**config.mk**
```make
export PLATFORM = sky130hd
export DESIGN_NAME = adc_scan_seq
export DESIGN_NICKNAME = d
export VERILOG_FILES = /design/src/rtl/adc_scan_pkg.sv /design/src/rtl/adc_scan_timer.sv /design/src/rtl/adc_scan_lane.sv /design/src/rtl/adc_scan_regs.sv /design/src/rtl/adc_scan_seq.sv
export SDC_FILE = /design/constraint.sdc
export NUM_CORES = 1
export LEC_CHECK = 0
export BUFFER_PORTS_ARGS = -buffer_cell sky130_fd_sc_hd__buf_2
export CORE_ASPECT_RATIO = 0.5
export CORE_MARGIN = 2
export CORE_UTILIZATION = 50
export CTS_BUF_LIST = sky130_fd_sc_hd__clkbuf_4 sky130_fd_sc_hd__clkbuf_8
export DETAILED_ROUTE_END_ITERATION = 10
export PLACE_DENSITY_LB_ADDON = 0.12
export SLEW_MARGIN = 10
export SYNTH_ARGS = -nofsm -noshare
export SYNTH_HDL_FRONTEND = slang
export SYNTH_SLANG_ARGS = --single-unit
```
**constraint.sdc**
```tcl
create_clock -name clk_i -period 5.8 [get_ports clk_i]
set_clock_uncertainty 0.1 [all_clocks]
set_input_delay 0.29 -clock clk_i [delete_from_list [all_inputs] [get_ports clk_i]]
set_output_delay 0.29 -clock clk_i [all_outputs]
set_load 0.02 [all_outputs]
```
**src/rtl/adc_scan_pkg.sv**
```systemverilog
`timescale 1ns/1ps
package adc_scan_pkg;
  localparam int GAIN_W = 3;
  localparam int FILT_W = 2;
  localparam int CFG_W  = GAIN_W + FILT_W;

  // bit order matches the host config word: filt in [4:3], gain in [2:0]
  typedef struct packed {
    logic [FILT_W-1:0] filt;
    logic [GAIN_W-1:0] gain;
  } chan_cfg_t;
endpackage

```
**src/rtl/adc_scan_timer.sv**
```systemverilog
`timescale 1ns/1ps
module adc_scan_timer #(
  parameter int DIV        = 2,
  parameter int GAP        = 4,
  parameter int FRAME_BITS = 20
) (
  input  logic clk_i,
  input  logic rst_ni,
  output logic cnv_o,
  output logic sclk_o,
  output logic load_o,
  output logic rise_o,
  output logic fall_o,
  output logic done_o
);
  localparam int CMAX = (DIV > GAP) ? DIV : GAP;
  localparam int CW   = $clog2(CMAX + 1);
  localparam int BW   = $clog2(FRAME_BITS);

  typedef enum logic {ST_GAP, ST_XFER} st_e;

  st_e           st_q;
  logic [CW-1:0] cnt_q;
  logic [BW-1:0] bit_q;
  logic          sclk_q;
  logic          gap_end, div_end, last_bit;

  assign gap_end  = (st_q == ST_GAP)  && (cnt_q == CW'(GAP - 1));
  assign div_end  = (st_q == ST_XFER) && (cnt_q == CW'(DIV - 1));
  assign last_bit = (bit_q == BW'(FRAME_BITS - 1));

  always_ff @(posedge clk_i or negedge rst_ni) begin
    if (!rst_ni) begin
      st_q   <= ST_GAP;
      cnt_q  <= '0;
      bit_q  <= '0;
      sclk_q <= 1'b0;
    end else begin
      case (st_q)
        ST_GAP: begin
          if (gap_end) begin
            st_q  <= ST_XFER;
            cnt_q <= '0;
            bit_q <= '0;
          end else begin
            cnt_q <= cnt_q + 1'b1;
          end
        end
        default: begin
          if (div_end) begin
            cnt_q <= '0;
            if (!sclk_q) begin
              sclk_q <= 1'b1;
            end else begin
              sclk_q <= 1'b0;
              if (last_bit) st_q <= ST_GAP;
              else          bit_q <= bit_q + 1'b1;
            end
          end else begin
            cnt_q <= cnt_q + 1'b1;
          end
        end
      endcase
    end
  end

  assign cnv_o  = (st_q == ST_XFER);
  assign sclk_o = sclk_q;
  assign load_o = gap_end;
  assign rise_o = div_end && !sclk_q;
  assign fall_o = div_end && sclk_q && !last_bit;
  assign done_o = div_end && sclk_q && last_bit;
endmodule

```
**src/rtl/adc_scan_lane.sv**
```systemverilog
`timescale 1ns/1ps
module adc_scan_lane #(
  parameter int CTRL_W = 8,
  parameter int RES_W  = 12
) (
  input  logic              clk_i,
  input  logic              rst_ni,
  input  logic              load_i,
  input  logic              rise_i,
  input  logic              fall_i,
  input  logic [CTRL_W-1:0] ctrl_i,
  input  logic              sdi_i,
  output logic              sdo_o,
  output logic [RES_W-1:0]  rx_o
);
  logic [CTRL_W-1:0] tx_q;
  logic [RES_W-1:0]  rx_q;

  always_ff @(posedge clk_i or negedge rst_ni) begin
    if (!rst_ni) begin
      tx_q <= '0;
      rx_q <= '0;
    end else begin
      if (load_i)      tx_q <= ctrl_i;
      else if (fall_i) tx_q <= {tx_q[CTRL_W-2:0], 1'b0};
      // only the last RES_W samples of a frame survive
      if (rise_i)      rx_q <= {rx_q[RES_W-2:0], sdi_i};
    end
  end

  assign sdo_o = tx_q[CTRL_W-1];
  assign rx_o  = rx_q;
endmodule

```
**src/rtl/adc_scan_regs.sv**
```systemverilog
`timescale 1ns/1ps
module adc_scan_regs
  import adc_scan_pkg::*;
#(
  parameter int          N_CONV    = 5,
  parameter int          N_CH      = 8,
  parameter int          RES_W     = 12,
  parameter logic [15:0] BASE_ADDR = 16'hC10,
  localparam int         MUX_W     = $clog2(N_CH)
) (
  input  logic             clk_i,
  input  logic             rst_ni,
  input  logic [15:0]      addr_i,
  input  logic [15:0]      wdata_i,
  input  logic             we_i,
  output logic [15:0]      rdata_o,
  input  logic             commit_i,
  input  logic [MUX_W-1:0] mux_i,
  input  logic [RES_W-1:0] rx_i  [N_CONV],
  output chan_cfg_t        cfg_o [N_CONV]
);
  localparam int N_TOT = N_CONV * N_CH;
  localparam int CH_W  = $clog2(N_TOT);

  logic [15:0]     off;
  logic            hit;
  logic [CH_W-1:0] ch;
  chan_cfg_t       cfg_a [N_TOT];
  logic [RES_W-1:0] res_a [N_TOT];
  logic            vld_a [N_TOT];

  assign off = addr_i - BASE_ADDR;
  assign hit = off < 16'(2 * N_TOT);
  assign ch  = off[CH_W:1];

  wire unused_wdata = ^wdata_i[15:CFG_W];

  for (genvar i = 0; i < N_TOT; i++) begin : g_ch
    localparam int         LANE = i / N_CH;
    localparam int         MPOS = i % N_CH;
    chan_cfg_t        cfg_q;
    logic [RES_W-1:0] res_q;
    logic             vld_q;

    always_ff @(posedge clk_i or negedge rst_ni) begin
      if (!rst_ni) begin
        cfg_q <= '0;
        res_q <= '0;
        vld_q <= 1'b0;
      end else begin
        if (we_i && hit && off[0] && (ch == CH_W'(i)))
          cfg_q <= chan_cfg_t'(wdata_i[CFG_W-1:0]);
        if (commit_i && (mux_i == MUX_W'(MPOS))) begin
          res_q <= rx_i[LANE];
          vld_q <= 1'b1;
        end
      end
    end

    assign cfg_a[i] = cfg_q;
    assign res_a[i] = res_q;
    assign vld_a[i] = vld_q;
  end

  for (genvar l = 0; l < N_CONV; l++) begin : g_sel
    logic [CH_W-1:0] idx;
    assign idx      = CH_W'(l * N_CH) + CH_W'(mux_i);
    assign cfg_o[l] = cfg_a[idx];
  end

  always_comb begin
    rdata_o = '0;
    if (hit) begin
      if (off[0]) rdata_o = 16'(cfg_a[ch]);
      else        rdata_o = {vld_a[ch], {(15-RES_W){1'b0}}, res_a[ch]};
    end
  end
endmodule

```
**src/rtl/adc_scan_seq.sv**
```systemverilog
`timescale 1ns/1ps
module adc_scan_seq
  import adc_scan_pkg::*;
#(
  parameter int          N_CONV    = 5,
  parameter int          N_CH      = 8,
  parameter int          RES_W     = 12,
  parameter int          DIV       = 2,
  parameter int          GAP       = 4,
  parameter logic [15:0] BASE_ADDR = 16'hC10
) (
  input  logic              clk_i,
  input  logic              rst_ni,
  input  logic [15:0]       bus_addr_i,
  input  logic [15:0]       bus_wdata_i,
  input  logic              bus_we_i,
  output logic [15:0]       bus_rdata_o,
  output logic [N_CONV-1:0] adc_sclk_o,
  output logic [N_CONV-1:0] adc_sdo_o,
  input  logic [N_CONV-1:0] adc_sdi_i,
  output logic [N_CONV-1:0] adc_cnv_o,
  output logic              scan_flip_o
);
  localparam int MUX_W      = $clog2(N_CH);
  localparam int CTRL_W     = MUX_W + CFG_W;
  localparam int FRAME_BITS = CTRL_W + RES_W;

  logic             cnv, sclk, load, rise, fall, frame_done;
  logic [MUX_W-1:0] mux_q;
  logic             flip_q;
  logic [RES_W-1:0] lane_rx  [N_CONV];
  chan_cfg_t        lane_cfg [N_CONV];

  adc_scan_timer #(
    .DIV(DIV), .GAP(GAP), .FRAME_BITS(FRAME_BITS)
  ) u_timer (
    .clk_i(clk_i), .rst_ni(rst_ni),
    .cnv_o(cnv), .sclk_o(sclk), .load_o(load),
    .rise_o(rise), .fall_o(fall), .done_o(frame_done)
  );

  always_ff @(posedge clk_i or negedge rst_ni) begin
    if (!rst_ni) begin
      mux_q  <= '0;
      flip_q <= 1'b0;
    end else if (frame_done) begin
      if (mux_q == MUX_W'(N_CH - 1)) begin
        mux_q  <= '0;
        flip_q <= ~flip_q;
      end else begin
        mux_q <= mux_q + 1'b1;
      end
    end
  end

  adc_scan_regs #(
    .N_CONV(N_CONV), .N_CH(N_CH), .RES_W(RES_W), .BASE_ADDR(BASE_ADDR)
  ) u_regs (
    .clk_i(clk_i), .rst_ni(rst_ni),
    .addr_i(bus_addr_i), .wdata_i(bus_wdata_i), .we_i(bus_we_i),
    .rdata_o(bus_rdata_o),
    .commit_i(frame_done), .mux_i(mux_q),
    .rx_i(lane_rx), .cfg_o(lane_cfg)
  );

  for (genvar l = 0; l < N_CONV; l++) begin : g_lane
    logic [CTRL_W-1:0] ctrl;
    assign ctrl = {mux_q, lane_cfg[l].gain, lane_cfg[l].filt};

    adc_scan_lane #(.CTRL_W(CTRL_W), .RES_W(RES_W)) u_lane (
      .clk_i(clk_i), .rst_ni(rst_ni),
      .load_i(load), .rise_i(rise), .fall_i(fall),
      .ctrl_i(ctrl), .sdi_i(adc_sdi_i[l]),
      .sdo_o(adc_sdo_o[l]), .rx_o(lane_rx[l])
    );
  end

  assign adc_sclk_o  = {N_CONV{sclk}};
  assign adc_cnv_o   = {N_CONV{cnv}};
  assign scan_flip_o = flip_q;
endmodule

```
==> results of run 1 <==
-- synthesized netlist by cell type (2+ instances only) --
master	instances
mux4_2	187
xnor2_1	5
nand4_1	22
a21oi_1	21
mux4_1	4
or2_2	5
mux2i_1	106
a22oi_1	31
nor2_1	52
a22o_1	4
o22ai_1	7
a221o_1	10
nand3_1	39
buf_2	48
inv_1	6
a31oi_1	33
or3_1	6
nor3_1	14
o32ai_1	3
nor2b_1	9
nand2_1	120
nor4_1	3
or4_1	2
nor3_2	8
clkinv_1	2
a32oi_1	3
a311oi_1	11
ha_1	12
a221oi_1	7
a211oi_1	2
o21ai_0	16
and3_1	29
and2_1	2
clkbuf_1	115
mux2_2	708
buf_1	68
nand3b_1	2
mux2_1	35
nand2b_1	10
buf_4	29
o31ai_1	2
xor2_1	3
dfrtp_1	802
-- power by group --
group          switching, W  internal, W
combinational      0.000358     0.000138
clock               0.00223      0.00255
sequential        0.0000536      0.00561
-- repair_timing --
action	CTS	global route
endpoints found under the setup margin	0	0
hold endpoints to repair	144	0
resized for setup	0	0
hold buffers	6	0
-- metal layers --
metal / share of wire / global-route usage / up-vias / wire [um]
met2: 0.47 / 0.401 / 504 / 45000
met1: 0.46 / 0.362 / 12200 / 44700
met3: 0.046 / 0.0428 / 135 / 4450
li1: - / - / 9657 / -
met4: 0.021 / 0.0712 / 0 / 2000
met5: 0 / 0 / - / 0
-- state kept, by name (all words and copies together), names as in the netlist --
signal	flops
u_regs.g_ch.vld_q	8
u_regs.cfg_a	200
u_timer.bit_q	5
u_timer.cnv_o	1
mux_q	3
scan_flip_o	1
g_lane.u_lane.tx_q	40
g_lane.u_lane.rx_o	60
u_timer.sclk_o	1
u_timer.cnt_q	3
u_regs.g_ch.res_q	480
-- cells by family after synthesis --
group           after synthesis
other cells                   1
buf+inv                     269
mux                        1040
compound gates              158
simple gates                327
xor+xnor                      9
flops                       802
fa+ha+maj                    12
-- cell type report --
type | instances | area [um2]
fill | 6303 | 33700
sequential | 802 | 20100
multi-input combinational | 1549 | 16800
clock buffer | 183 | 2270
tap | 1022 | 1280
timing repair buffer | 116 | 850
clock inverter | 14 | 156
inverter | 8 | 30.0
-- path summary, 6_finish.rpt --
kind,start,endpoint,slack [ns]
setup / recovery,bus_addr_i[3],bus_rdata_o[4],1.60
hold / removal,rst_ni,u_regs.cfg_a[195],0.06
setup reg to reg,u_timer.bit_q[0],u_regs.g_ch[26].res_q[7],2.25
hold reg to reg,u_regs.g_ch[22].vld_q,u_regs.g_ch[22].vld_q,0.36
max in group asynchronous,rst_ni,u_regs.g_ch[29].res_q[3],4.10
min in group clk_i,adc_sdi_i[4],g_lane[4].u_lane.rx_o[0],0.16
-- per-stage QoR --
| stage | cells | worst slack, ns | instance area (um2) | util |
|---|---|---|---|---|
| floorplan | 2620 | 2.43 | 38000 | - |
| global placement | 3491 | 1.73 | 39000 | 0.518 |
| detailed placement | 3491 | 1.68 | 39000 | 0.518 |
| CTS | 3694 | 1.66 | 41400 | 0.551 |
| global route | 3694 | 1.53 | 41400 | 0.551 |
| finish | 3694 | 1.60 | 41400 | 0.551 |
-- critical path, cell delays in order --
cell	delay, ns
buf_4	0.62
buf_4	0.94
nand2b_1	0.46
nor2_1	0.12
nor4_1	0.50
o31ai_1	0.20
a21oi_1	0.38
buf_2	0.24
==> results.json, run 1 <==
{
  "status": "finished, final reports clean",
  "numPortBuffers": 57,
  "worstSetupEndpointType": "output port",
  "timing.final.crit_period_ns": 4.20,
  "criticalPathCategory": "primary input to output port",
  "synth_compound_area_frac": 0.0293,
  "rows": 71,
  "die_x_um": 394,
  "clock_latency_ns": 0.80,
  "required_ns": 5.41,
  "first_pass_iters": 5,
  "overflow": 0,
  "cellPowerDensity_nw_per_um2": 264,
  "yosysWarningCount": 0,
  "worst_pin_slew_ns": 1.13,
  "fin_hold_ws_ns": 0.0636,
  "fp.coreArea_um2": 75200,
  "finalPower_w": 0.0109,
  "drtIter0Drc": 1641,
  "grt_max_degree": 148,
  "maxCapViolCount": 0,
  "cts_tree": "yes",
  "synthAdderAreaFrac": 0.00396,
  "final_common_cell": "dfrtp_1",
  "yosys.area_share.simple": 0.0421,
  "clockBufferDepth": 3,
  "routedWlPerCell_um": 26.0,
  "synth_edf_count": 0,
  "p_leak_nw": 19.9,
  "die_h_um": 199,
  "ir_drop_v": 0.000166,
  "synthFlopType": "dfrtp_1",
  "vias": 22500,
  "clkSinkCount": 802,
  "grt_pass1_wl_um": 149000,
  "drcViolationCount": 0,
  "syn_area_um2": 37900,
  "seq_area_frac_synth": 0.529,
  "r2r_cells": 8,
  "clk_pin_slew_ns": 0.06,
  "grt_pass1_vias": 23600,
  "synth_top_area_frac": 0.529,
  "cp_max_fo": 50,
  "ys_ff_latch": 802,
  "slew_headroom": 0.249,
  "rsz0062_at_grt": "false",
  "place_hpwl_um": 56100,
  "synthArstFlopShare": 1.00,
  "hold_viol": 0,
  "area_growth_pct": 9.23,
  "grt_usage": 0.253,
  "clockRootBuffer": "clkbuf_8",
  "yosysTopAreaCell": "dfrtp_1",
  "nets": 2645,
  "holdCritPathClass": "primary input to asynchronous set/reset pin",
  "period_share": 0.723,
  "via_per_inst": 6.08,
  "antenna_found_initial": 2,
  "layout-drive-gt1-share": 0.461,
  "syn_avg_cell_area_um2": 14.5,
  "crit_arrival_ns": 3.81,
  "layout_common_cells": "dfrtp_1, mux2_2, mux4_2",
  "dieArea_um2": 78200,
  "synthMuxAreaShare": 0.362,
  "setup_viol": 0,
  "synthXorXnorAreaFrac": 0.00228,
  "synth_cells": 2618,
  "wl_um": 96100,
  "tritoncts.num_buffers": 116,
  "critical_path.startpoint_type": "primary input",
  "synth_top_family_by_area": "multiplexers",
  "start_util": 0.505,
  "cts_max_level": 3,
  "yosysUniqueCellTypes": 58,
  "slew_violations": 0,
  "synth.area.top_cells": "dfrtp_1, mux2_2, mux4_2",
  "postRouteAntennaNets": 0,
  "diodes": 0,
  "max_freq_ghz": 0.238,
  "post-cts-setup-buffer-count": 0,
  "routabilityCongestion": 0.820,
  "fin_setup_tns_ns": 0,
  "ios": 72
}
No activity file was read; power rests on OpenSTA's default activity.
==> inputs of run 2 (changes only) <==
- clock period: 5.8 -> 4 ns (I/O delays scaled with it)
==> run 2 against run 1 <==
Clock power is 49% higher. Sequential power increased by 45%. Cell count rose by 1.5%. Setup slack worse by 1.0 ns. Register-to-register slack got worse by 1.6 ns. Sequential cell count unchanged. Non-clock buffer count increased by 43. Count of clock-buffer cells in the layout up 8. Wire length is 0.62% higher. Utilization increased by 0.94 points. Global-route usage about the same. Critical path type unchanged. Largest cell class unchanged.
==> results.json, run 2 (synthesized netlist as in run 1, its figures left out) <==
{
  "status": "finished, final reports clean",
  "finalPower_w": 0.0161,
  "fin_area_um2": 42100,
  "ir_drop_v": 0.000269,
  "power_frac_clock": 0.442,
  "clockRootBuffer": "clkbuf_8",
  "rsz0062_at_grt": "false",
  "grt_util_met3": 0.0508,
  "r2r_slack_ns": 0.65,
  "tritoncts.num_buffers": 115,
  "grt_max_degree": 107,
  "holdCritPathClass": "primary input to register",
  "via_per_inst": 6.05,
  "postRouteAntennaNets": 0,
  "max_freq_ghz": 0.294,
  "grt.busiest_layer": "met2",
  "rows": 71,
  "multiInputGateArea_um2": 16800,
  "worstSetupEndpointType": "output port",
  "slew_violations": 0,
  "largest-register": "u_regs.g_ch.res_q",
  "swShare": 0.243,
  "clock_latency_ns": 0.80,
  "post-cts-setup-buffer-count": 0,
  "worst_pin_slew_ns": 1.15,
  "ios": 72,
  "timing.final.crit_period_ns": 3.40,
  "placed_cell_area_um2": 39500,
  "maxCapViolCount": 0,
  "vias": 22700,
  "place_hpwl_um": 59300,
  "met2_usage": 0.396,
  "seqPwrFrac": 0.512,
  "antenna_found_initial": 3,
  "overflow": 0,
  "numPortBuffers": 57,
  "die_h_um": 199,
  "routedWlPerCell_um": 25.8,
  "clkSinkCount": 802,
  "p_leak_nw": 20.3,
  "layout_common_cells": "dfrtp_1, mux2_2, mux4_2",
  "layout-drive-gt1-share": 0.471,
  "area_growth_pct": 11.1,
  "routabilityCongestion": 0.837,
  "start_util": 0.505,
  "cp_max_fo": 6,
  "grt_pass1_vias": 23500,
  "cts_max_level": 3,
  "cts_tree": "yes",
  "criticalPathCategory": "primary input to output port",
  "setup_viol": 0,
  "switchingPower_w": 0.00390,
  "period_share": 0.849,
  "cellPowerDensity_nw_per_um2": 381,
  "grt_usage": 0.252,
  "required_ns": 3.70,
  "clk_pin_slew_ns": 0.06,
  "largest_register_ffs": 480,
  "power_frac_comb": 0.047,
  "wl_um": 96700,
  "drtIter0Drc": 1521,
  "critical_path.startpoint_type": "primary input",
  "hold_viol": 0,
  "grt_pass1_wl_um": 148000,
  "dieArea_um2": 78200,
  "setup_ws_ns": 0.602,
  "fin_setup_tns_ns": 0,
  "final_common_cell": "dfrtp_1",
  "drcViolationCount": 0,
  "first_pass_iters": 5,
  "fp.coreArea_um2": 75200,
  "post-place-ws_ns": 0.637,
  "slew_headroom": 0.233,
  "intPower_w": 0.0122,
  "seq_area_um2": 20100,
  "crit_arrival_ns": 3.10,
  "fill_cells": 6168,
  "nets": 2687,
  "die_x_um": 394,
  "clockBufferDepth": 3,
  "use_met1": 0.356
}
[run 2: routing by layer]
metal	part of all wire	vias up	wire [um]
met5	0.00013	-	13
met4	0.027	2	2570
met3	0.050	155	4830
met2	0.46	513	44500
met1	0.46	12200	44700
li1	-	9771	-
[run 2: cell type report]
type                            instances  area share
Sequential cell                       802       0.476
Multi-Input combinational cell       1549       0.398
Clock buffer                          191      0.0560
Timing Repair Buffer                  159      0.0346
Tap cell                             1022      0.0303
Clock inverter                         16     0.00380
Inverter                                8    0.000712
Antenna cell                            1   0.0000594
[run 2: stage by stage]
step,std cells,hold slack [ns],utilization
3_5_place_dp,3532,0.185,0.526
5_1_grt,3748,0.0516,0.561
2_1_floorplan,2620,-0.196,-
4_1_cts,3747,0.00336,0.561
6_report,3748,0.0648,0.561
3_3_place_gp,3532,0.186,0.526
[run 2: path summary, 6_finish.rpt]
check | startpoint | to | depth (start not counted)
setup / recovery | bus_addr_i[4] | bus_rdata_o[0] | 10
hold / removal | bus_wdata_i[3] | u_regs.cfg_a[158] | 2
setup reg to reg | u_timer.bit_q[0] | u_regs.g_ch[8].res_q[6] | 7
hold reg to reg | u_regs.g_ch[23].vld_q | u_regs.g_ch[23].vld_q | 1
max in group asynchronous | rst_ni | mux_q[0] | 3
min in group asynchronous | rst_ni | g_lane[0].u_lane.tx_q[1] | 3
[run 2: timing repair]
item,CTS,global route
setup endpoints to repair,0,0
resized for setup,0,0
hold endpoints to repair,688,0
hold buffers,8,0
[run 2: critical path, cell delays in order]
cell      delay (ns)
buf_2           0.12
clkinv_1        0.08
ha_1            0.26
xor2_2          0.52
or3_1           0.36
a21oi_1         0.07
or3_1           0.43
or4_1           0.51
a21oi_1         0.31
buf_2           0.23
[run 2: power groups by stage]
stage | clock network [W] | logic (W) | registers (W)
after floorplan | 0 | 0.000407 | 0.00830
after global placement | 0 | 0.000743 | 0.00837
after detailed placement | 0 | 0.000747 | 0.00837
after CTS | 0.00727 | 0.000760 | 0.00822
after global routing | 0.00761 | 0.000814 | 0.00822
final | 0.00710 | 0.000748 | 0.00822
==> inputs of run 3 (changes only) <==
- ABC_AREA: unset -> 1
- clock period: 4 -> 3.56 ns (I/O delays scaled with it)
==> run 3 against run 2 <==
Register-to-register slack better by 0.06 ns. Synthesized cell count up 88%. Critical path depth up 1. Sequential cell count unchanged. First-iteration DRC count up 150%. Combinational power up 58%. Setup slack worse by 0.17 ns. Critical endpoint is now bus_rdata_o[3].
==> results.json, run 3 <==
{
  "timing.final.crit_period_ns": 3.13,
  "seqPwrFrac": 0.499,
  "layout_common_cells": "nand2_1, dfrtp_1, o21ai_0",
  "clkSinkCount": 802,
  "period_share": 0.879,
  "synth_common_cells": "nand2_1, dfrtp_1, o21ai_0, nor2_1, nand4_1",
  "start_util": 0.506,
  "swShare": 0.256,
  "power_frac_comb": 0.064,
  "cp_slowest_cell": "buf_2",
  "worst_pin_slew_ns": 1.15,
  "critical_path.startpoint_type": "primary input",
  "required_ns": 3.28,
  "routabilityCongestion": 0.898,
  "postRouteAntennaNets": 0,
  "grt_pass1_wl_um": 187000,
  "yosysMostFrequentCell": "nand2_1",
  "synthFlopType": "dfrtp_1",
  "final_common_cell": "nand2_1",
  "synth_top_area_frac": 0.527,
  "maxCapViolCount": 0,
  "rows": 71,
  "routedWlPerCell_um": 19.7,
  "fin_setup_tns_ns": 0,
  "grt_usage": 0.303,
  "tritoncts.num_buffers": 115,
  "fp.coreArea_um2": 75200,
  "cellPowerDensity_nw_per_um2": 435,
  "nets": 4917,
  "antenna_found_initial": 1,
  "area_growth_pct": 11.1,
  "synth_edf_count": 0,
  "yosysWarningCount": 0,
  "grt_max_degree": 122,
  "clk_pin_slew_ns": 0.07,
  "drtIter0Drc": 3784,
  "cpLargestDelayFamily": "buffers and inverters",
  "clockRootBuffer": "clkbuf_8",
  "seq_area_frac_synth": 0.527,
  "ys_ff_latch": 802,
  "overflow": 0,
  "switchingPower_w": 0.00470,
  "cts_max_level": 3,
  "via_per_inst": 5.74,
  "clockBufferDepth": 3,
  "layout-drive-gt1-share": 0.0875,
  "status": "finished, final reports clean",
  "numPortBuffers": 57,
  "crit_buf_inv": 4,
  "cp_max_fo": 17,
  "syn_avg_cell_area_um2": 7.75,
  "placed_cell_area_um2": 39700,
  "max_freq_ghz": 0.320,
  "holdCritPathClass": "primary input to asynchronous set/reset pin",
  "vias": 34400,
  "synthArstFlopShare": 1.00,
  "hold_viol": 0,
  "intPower_w": 0.0137,
  "ios": 72,
  "max_stage_delay_ns": 0.42,
  "largest-register": "u_regs.g_ch.res_q",
  "synth_cells": 4911,
  "crit-reg2reg-launch": "u_timer.cnt_q[1]",
  "first_pass_iters": 8,
  "crit_arrival_ns": 2.85,
  "dieArea_um2": 78500,
  "yosysTopAreaCell": "dfrtp_1",
  "crit_start": "bus_addr_i[1]",
  "largest_register_ffs": 480,
  "rsz0062_at_grt": "false",
  "clock_latency_ns": 0.81,
  "drcViolationCount": 0,
  "post-cts-setup-buffer-count": 0,
  "yosysUniqueCellTypes": 37,
  "slew_violations": 0,
  "cts_tree": "yes",
  "place_hpwl_um": 68100,
  "power_frac_clock": 0.437,
  "ir_drop_v": 0.000281,
  "grt_pass1_vias": 32500,
  "worstSetupEndpointType": "output port",
  "wl_um": 118000,
  "crit_chain": "buf_2 -> inv_2 -> nand2_2 -> buf_4 -> o22ai_1 -> o21ai_0 -> nand2_1 -> o21ai_0 -> nand3_1 -> nand2_1 -> buf_2",
  "die_h_um": 199,
  "cts_resized": 0,
  "die_x_um": 394,
  "syn_area_um2": 38100,
  "p_leak_nw": 21.0,
  "fin_area_um2": 42300,
  "slew_headroom": 0.232,
  "setup_viol": 0,
  "criticalPathCategory": "primary input to output port",
  "synth.area.top_cells": "dfrtp_1, nand2_1, o21ai_0"
}
## run 3: final timing paths
path	endpoint	depth (start not counted)	slack, ns
worst max-delay path	bus_rdata_o[3]	11	0.43
worst min-delay path	u_timer.bit_q[4]	3	0.06
worst max register to register	u_regs.g_ch[38].res_q[7]	10	0.71
worst min register to register	u_regs.g_ch[23].vld_q	2	0.35
max in group asynchronous	u_regs.g_ch[1].res_q[2]	3	2.63
min in group clk_i	g_lane[3].u_lane.rx_o[0]	4	0.06
## run 3: tightest hold or removal path, cell delays in order
cell           delay (ns)
dlygate4sd3_1        0.57
buf_8                0.30
buf_4                0.27
## run 3: layout make-up
cell class,count,area [um2]
Clock buffer,193,2340
Antenna cell,3,7.51
Multi-Input combinational cell,3580,16000
Timing Repair Buffer,202,1780
Sequential cell,802,20100
Inverter,164,617
Clock inverter,19,180
Fill cell,7039,33000
Tap cell,1022,1280
## run 3: timing repair
action	in CTS	in global routing
setup endpoints to repair	0	0
hold buffers	10	0
hold endpoints to repair	894	0
## run 3: metrics by stage
stage	worst slack, ns	hold WS, ns	power (W)	cells	utilization
after global routing	0.366	0.0321	0.0190	5985	0.562
after detailed placement	0.539	0.148	0.0105	5760	0.527
after global placement	0.519	0.148	0.0105	5760	0.527
final	0.432	0.0575	0.0184	5985	0.562
after CTS	0.519	0.00221	0.0185	5982	0.562
after floorplan	1.51	-0.218	0.00987	4913	-
## run 3: cell families (layout without fill, tap and decap cells)
logic type	count (synthesis)	after routing	synth area share
flops	802	802	0.527
fa+ha+maj	12	12	0.00394
buf+inv	531	578	0.0561
compound gates	947	947	0.132
simple gates	2615	2615	0.280
other cells	1	6	0.0000985
xor+xnor	3	3	0.000690
## run 3: layer usage
layer	global-route usage	part of all wire	up-vias
met5	0	0	-
li1	-	-	16100
met2	0.474	0.45	1420
met1	0.427	0.45	16600
met4	0.101	0.026	0
met3	0.0558	0.079	251
## run 3: power groups by stage
stage,Clock (W),Combinational (W),Sequential (W)
global route,0.00859,0.00128,0.00916
detailed placement,0,0.00115,0.00934
finish,0.00804,0.00118,0.00917
global placement,0,0.00114,0.00934
floorplan,0,0.000537,0.00933
CTS,0.00817,0.00117,0.00917
